==> src/rtl/fdc_force_irq.sv <==
module fdc_force_irq #(
  parameter int GUARD_DD_CYC = 16,
  parameter int GUARD_SD_CYC = 32
) (
  input  logic       clk,
  input  logic       rst_n,
  input  logic       cmd_we,
  input  logic [7:0] cmd_data,
  input  logic       status_rd,
  input  logic       seq_busy,
  input  logic       alu_idle,
  input  logic       ready_in,
  input  logic       index_in,
  input  logic       dbl_density,
  output logic       abort_o,
  output logic       irq_o,
  output logic       nullified_o
);
  localparam int GMAX = (GUARD_SD_CYC > GUARD_DD_CYC) ? GUARD_SD_CYC : GUARD_DD_CYC;
  localparam int GW   = $clog2(GMAX + 1);

  logic [2:0]    rdy_sh, idx_sh;
  logic [2:0]    arm_q;
  logic [GW-1:0] guard_q;
  logic          pend_q, sticky_q;

  wire force_wr = cmd_we && (cmd_data[7:4] == 4'hD);
  wire other_wr = cmd_we && !force_wr;
  wire early    = other_wr && (guard_q != '0);
  wire rdy_rise = rdy_sh[1] & ~rdy_sh[2];
  wire rdy_fall = ~rdy_sh[1] & rdy_sh[2];
  wire idx_rise = idx_sh[1] & ~idx_sh[2];
  wire event_hit = (arm_q[0] & rdy_rise) | (arm_q[1] & rdy_fall) | (arm_q[2] & idx_rise);
  wire set_irq  = event_hit | (force_wr & cmd_data[3]);
  wire clr_irq  = (status_rd | cmd_we) & ~sticky_q;

  assign abort_o = pend_q & alu_idle;

  always_ff @(posedge clk) begin
    if (!rst_n) begin
      rdy_sh      <= '0;
      idx_sh      <= '0;
      arm_q       <= '0;
      guard_q     <= '0;
      pend_q      <= 1'b0;
      sticky_q    <= 1'b0;
      irq_o       <= 1'b0;
      nullified_o <= 1'b0;
    end else begin
      rdy_sh <= {rdy_sh[1:0], ready_in};
      idx_sh <= {idx_sh[1:0], index_in};

      if (force_wr)
        guard_q <= dbl_density ? GW'(GUARD_DD_CYC) : GW'(GUARD_SD_CYC);
      else if (guard_q != '0)
        guard_q <= guard_q - 1'b1;

      if (force_wr)   arm_q <= cmd_data[2:0];
      else if (early) arm_q <= '0;

      if (force_wr)                pend_q <= seq_busy;
      else if (early || abort_o)   pend_q <= 1'b0;

      if (force_wr)   nullified_o <= 1'b0;
      else if (early) nullified_o <= 1'b1;

      if (force_wr && cmd_data[3])               sticky_q <= 1'b1;
      else if (force_wr && cmd_data[3:0] == 4'h0) sticky_q <= 1'b0;

      if (set_irq)      irq_o <= 1'b1;
      else if (clr_irq) irq_o <= 1'b0;
    end
  end

  AST_ABORT_ONE_CYCLE: assert property (@(posedge clk) disable iff (!rst_n)
    (abort_o && !force_wr) |=> !abort_o);
  AST_IMMEDIATE_FIRE: assert property (@(posedge clk) disable iff (!rst_n)
    (force_wr && cmd_data[3]) |=> irq_o);
  AST_STICKY_HOLD: assert property (@(posedge clk) disable iff (!rst_n)
    (sticky_q && irq_o) |=> irq_o);
  AST_READ_CLEARS: assert property (@(posedge clk) disable iff (!rst_n)
    (status_rd && !sticky_q && !set_irq) |=> !irq_o);
  AST_NO_SPONTANEOUS_IRQ: assert property (@(posedge clk) disable iff (!rst_n)
    (!irq_o && !set_irq) |=> !irq_o);
  AST_NULLIFY_DISARMS: assert property (@(posedge clk) disable iff (!rst_n)
    early |=> (arm_q == '0 && !pend_q && nullified_o));
  AST_GUARD_COUNTS_DOWN: assert property (@(posedge clk) disable iff (!rst_n)
    (guard_q != '0 && !force_wr) |=> (guard_q == $past(guard_q) - 1'b1));
endmodule

==> config.mk <==
export PLATFORM = sky130hd
export DESIGN_NAME = fdc_force_irq
export DESIGN_NICKNAME = d
export VERILOG_FILES = /design/src/rtl/fdc_force_irq.sv
export SDC_FILE = /design/constraint.sdc
export NUM_CORES = 1
export LEC_CHECK = 0
export CAP_MARGIN = 40
export CORE_ASPECT_RATIO = 0.8
export CORE_MARGIN = 4
export CORE_UTILIZATION = 47
export DETAILED_ROUTE_END_ITERATION = 16
export GPL_TIMING_DRIVEN = 0
export PLACE_DENSITY_LB_ADDON = 0.12
export REMOVE_ABC_BUFFERS = 1
export SLEW_MARGIN = 25
export SYNTH_ARGS = -nofsm -noshare
export SYNTH_HDL_FRONTEND = slang
export SYNTH_SLANG_ARGS = --single-unit
==> constraint.sdc <==
create_clock -name clk -period 1.6 [get_ports clk]
set_input_delay 0.24 -clock clk [delete_from_list [all_inputs] [get_ports clk]]
set_output_delay 0.24 -clock clk [all_outputs]
set_load 0.02 [all_outputs]
# Word-level counts from Yosys, hierarchy flattened
# Cells that the tools add are included.
# totals
register_bits,19
in_bits,17
output_inout_bits,3
word_cells,54
# classes
addsub,1
eq_ne,1
muxes,11
bitwise_logic,18
n_reduce_logical,15
# op_table
operator,count
$mux W6,3
$reduce_bool A2 Y1,5
$and A1 B1 Y1,9
$mux W1,6
$mux W3,2
$reduce_bool A6 Y1,1
$sub A6 B1 Y6 const B,1
$logic_and A1 B1 Y1,5
$not A1 Y1,5
$eq A4 B4 Y1 const B,1
$logic_not A4 Y1,1
$or A1 B1 Y1,4
$reduce_or A2 Y1,1
$logic_not A1 Y1,1
$logic_or A1 B1 Y1,1

# Logic depth before layout (Yosys ltp)
# Gate-level depths: netlist of run 1.
# logic_depth
word_depth,8
ltp_mapped,6
mapped_depth_nobuf,6

# Worst setup path after synthesis of run 1
# OpenSTA, ideal clock, no wires.
# synth_timing
path_type,reg-to-reg
from,register guard_q[0]
to,register guard_q[4]
setup_time_ps,70
arrival_ps,1138
required_ps,1530
path_slack_ps,392
path_stages_with_launch,7
path_buffers,0
period_less_slack_ps,1208
path_cell_list,dfxtp_1 > inv_1 > ha_1 > nor3b_1 > xor2_1 > nand3_1 > a21oi_1
# synth_via
elab_chain_cells,3
elab_cells_between_ends,5
cone_classes,1 x add/sub; 2 x mux; 2 x reduce/logical
# synth_rtl
item,line,rtl
start: declaration,24,logic [GW-1:0] guard_q;
start signal: assignment,54,guard_q <= dbl_density ? GW'(GUARD_DD_CYC) : GW'(GUARD_SD_CYC);
start signal: assignment,56,guard_q <= guard_q - 1'b1;
$sub A6 B1 Y6,56,
$mux W6,55,else if (guard_q != '0)
$mux W6,53,if (force_wr)
# Parallel ways exist; a longest one is shown, timed or not. The select of a mux whose other input is x is not followed.
# A chain may end at the register's enable or synchronous reset.

# Final worst setup path of run 1
# layout_timing
from,register nullified_o
to,output nullified_o
# layout_rtl
item,line,rtl
start: declaration,17,output logic nullified_o
start signal: assignment,48,nullified_o <= 1'b0;
start signal: assignment,64,if (force_wr) nullified_o <= 1'b0;
start signal: assignment,65,else if (early) nullified_o <= 1'b1;
# No word-level cell between the ends.

==> results of run 1 <==
[Yosys cell counts, types with 2 or more instances]
| cell | number | area, sq um |
|---|---|---|
| ha_1 | 2 | 25.0 |
| o22ai_2 | 4 | 50.1 |
| and2_1 | 7 | 43.8 |
| a21oi_1 | 6 | 30.0 |
| inv_1 | 4 | 15.0 |
| nor2_1 | 5 | 18.8 |
| nand3_1 | 4 | 20.0 |
| nand2_1 | 11 | 41.3 |
| a31oi_1 | 2 | 12.5 |
| o21ai_0 | 2 | 10.0 |
| dfxtp_1 | 19 | 380 |
| nand3b_1 | 3 | 22.5 |
[power by group]
part | switching (uW) | internal, uW | total (uW)
combinational | 248 | 271 | 519
sequential | 71.9 | 547 | 619
clock | 144 | 92.9 | 236
[cell families (layout without fill, tap and decap cells)]
| kind of cell | count (synthesis) | in the layout | synth area share (%) |
|---|---|---|---|
| adder cells (fa/ha/maj) | 2 | 2 | 3.03 |
| multiplexers | 1 | 1 | 1.21 |
| flip-flops | 19 | 19 | 46.1 |
| AND/OR/NAND/NOR | 37 | 37 | 27.5 |
| buffers and inverters | 6 | 27 | 2.88 |
| XOR/XNOR | 2 | 2 | 2.12 |
| AO/OA/AOI/OAI | 18 | 18 | 17.1 |
[registers in the layout, indices dropped and copies added, names as in the netlist]
name and cells:
idx_sh 3, irq_o 1, sticky_q 1, nullified_o 1
pend_q 1, guard_q 6, rdy_sh 3, arm_q 3
[final cells by class]
class,count,area [sq um]
Clock inverter,1,5.00
Clock buffer,3,22.5
Tap cell,22,27.5
Sequential cell,19,380
Inverter,4,15.0
Timing Repair Buffer,19,189
Fill cell,149,583
Multi-Input combinational cell,60,420
[how the worst max path moves through the flow]
| stage | to | depth (start not counted) |
|---|---|---|
| 2_1_floorplan | guard_q[4]$_SDFFE_PN0P_ | 6 |
| 3_3_place_gp | abort_o | 3 |
| 3_5_place_dp | abort_o | 3 |
| 4_1_cts | nullified_o | 1 |
| 5_1_grt | nullified_o | 1 |
| 6_report | nullified_o | 1 |
[per-layer routing]
metal / wire length, um / global-route usage, % / vias up / share of wire, %
li1: - / - / 337 / -
met1: 775 / 17.9 / 283 / 53
met2: 542 / 18.9 / 24 / 37
met3: 145 / 5.25 / 2 / 9.8
met4: 10 / 4.48 / 0 / 0.68
met5: 0 / 0 / - / 0
[metrics by stage]
stage	util (%)	cell area, sq um	cells
finish	64.5	1060	128
global route	64.5	1060	128
CTS	64.5	1060	128
detailed placement	62.9	1030	124
global placement	62.9	1030	124
floorplan	-	816	83
==> run summary, run 1 <==
status: complete, no violations
Die W: 54.8 um
count of final setup violators: 0
Initial DRT Pass Iterations: 4
critical path's top delay family: buffers and inverters
asr flop ratio synth: 0%
Final WS setup: 0.104 ns
Antenna diodes: 0
post-synthesis sequential area ratio: 46.1%
post-CTS setup buffer count: 0
hold depth: 1
Mapped Cells: 85
Clock Pin Slew Worst Setup and Hold Paths: 0.11 ns
setup_tns: 0 ns
Max Clk Rate: 668 MHz
post-route ant nets: 0
CTS buffer count: 3
FF-to-FF Start: guard_q[0]$_SDFFE_PN0P_
crit path max fanout: 2
# clock sinks: 19
nets: 126
minimum clock period: 1.50 ns
crit path kind: reg -> out
number of synthesized flops with an enable pin: 0
# H-tree levels: 1
Final Cycle Share: 93.5%
# rows: 13
Cell variety after synth: 28
DRC violations left: 0
Overall Power: 1370 uW
final WL: 1.47 mm
flop2flop setup slack: 0.25 ns
Max Cap Viol: 0
clock tree root buffer cell: clkbuf_4
max-slew violation count: 0
critical path startpoint: nullified_o$_SDFFE_PP0P_
maximum VDD drop: 0.000719 V
r2r endpoint: guard_q[4]$_SDFFE_PN0P_
worst skew pair latency: 0.29 ns
hold_buf cts: 0
Final HPWL DP: 1.09 mm
worst hold slack: 0.439 ns
largest net degree at the start of global routing: 18
die height: 45.5 um
CTS tree: done
Critical Path RT: 1.36 ns
Hold Path Origin: idx_sh[0]$_SDFF_PN0_
worst reg2reg path depth: 6
Final Hold Fails: 0
PD cells: 1300 nW/um^2
Area growth syn-to-layout: 28.5%
skew final: 0.00318 ns
Seq cells post-synth: 19
critical-path cell list: clkdlybuf4s50_1
relative slew slack: 66.1%
Mapped Avg Cell Area: 9.70 sq um
critical path buffer and inverter count: 1
Synth Warn #: 0
Avg WL per Cell: 11.5 um
fraction of layout cells with a size suffix above 1: 12.3%
initial antenna violation count: 0
GRT Total Usage: 13.2%
cts repair resizes: 1
I/O pins: 20
Vias: 646
Remaining Overflow, GRT: 0
Detailed Route Iter0 Violations: 10
Die ar.: 2490 sq um
leakage: 0.000421 uW
dpl ws: -0.0481 ns
CP peak stage delay: 0.61 ns
first-pass GRT wire length: 2.33 mm
Clock Path Buffers: 2
CP Capture Type: primary output
commonest non-fill, non-tap cell in the layout: dfxtp_1
Mapped Area: 825 sq um
core area: 1640 sq um
RSZ-0062 raised after global routing: false
number of vias per cell: 5.05
most frequent cells in the layout: dfxtp_1, clkdlybuf4s50_1, nand2_1
RD Place Congestion: 0.738
port buffer count: 19
crit path launch type: flip-flop
crit path max-delay cell type: clkdlybuf4s50_1
Least-Margin Pin Slew: 0.507 ns
CP arrival: 1.26 ns
top_reg_cell synth: dfxtp_1
number of global-route vias before repair: 577
Min-Delay Path Class: reg -> reg
hold worst-path end: idx_sh[1]$_SDFF_PN0_
Initial Util: 50.2%
Note: power is estimated with default switching activity, not from simulation.
==> inputs of run 2 (changes only) <==
- CAP_MARGIN: 40 -> unset
==> results of run 2 <==
The final DEF is identical to that of run 1; final timing and power are the same.
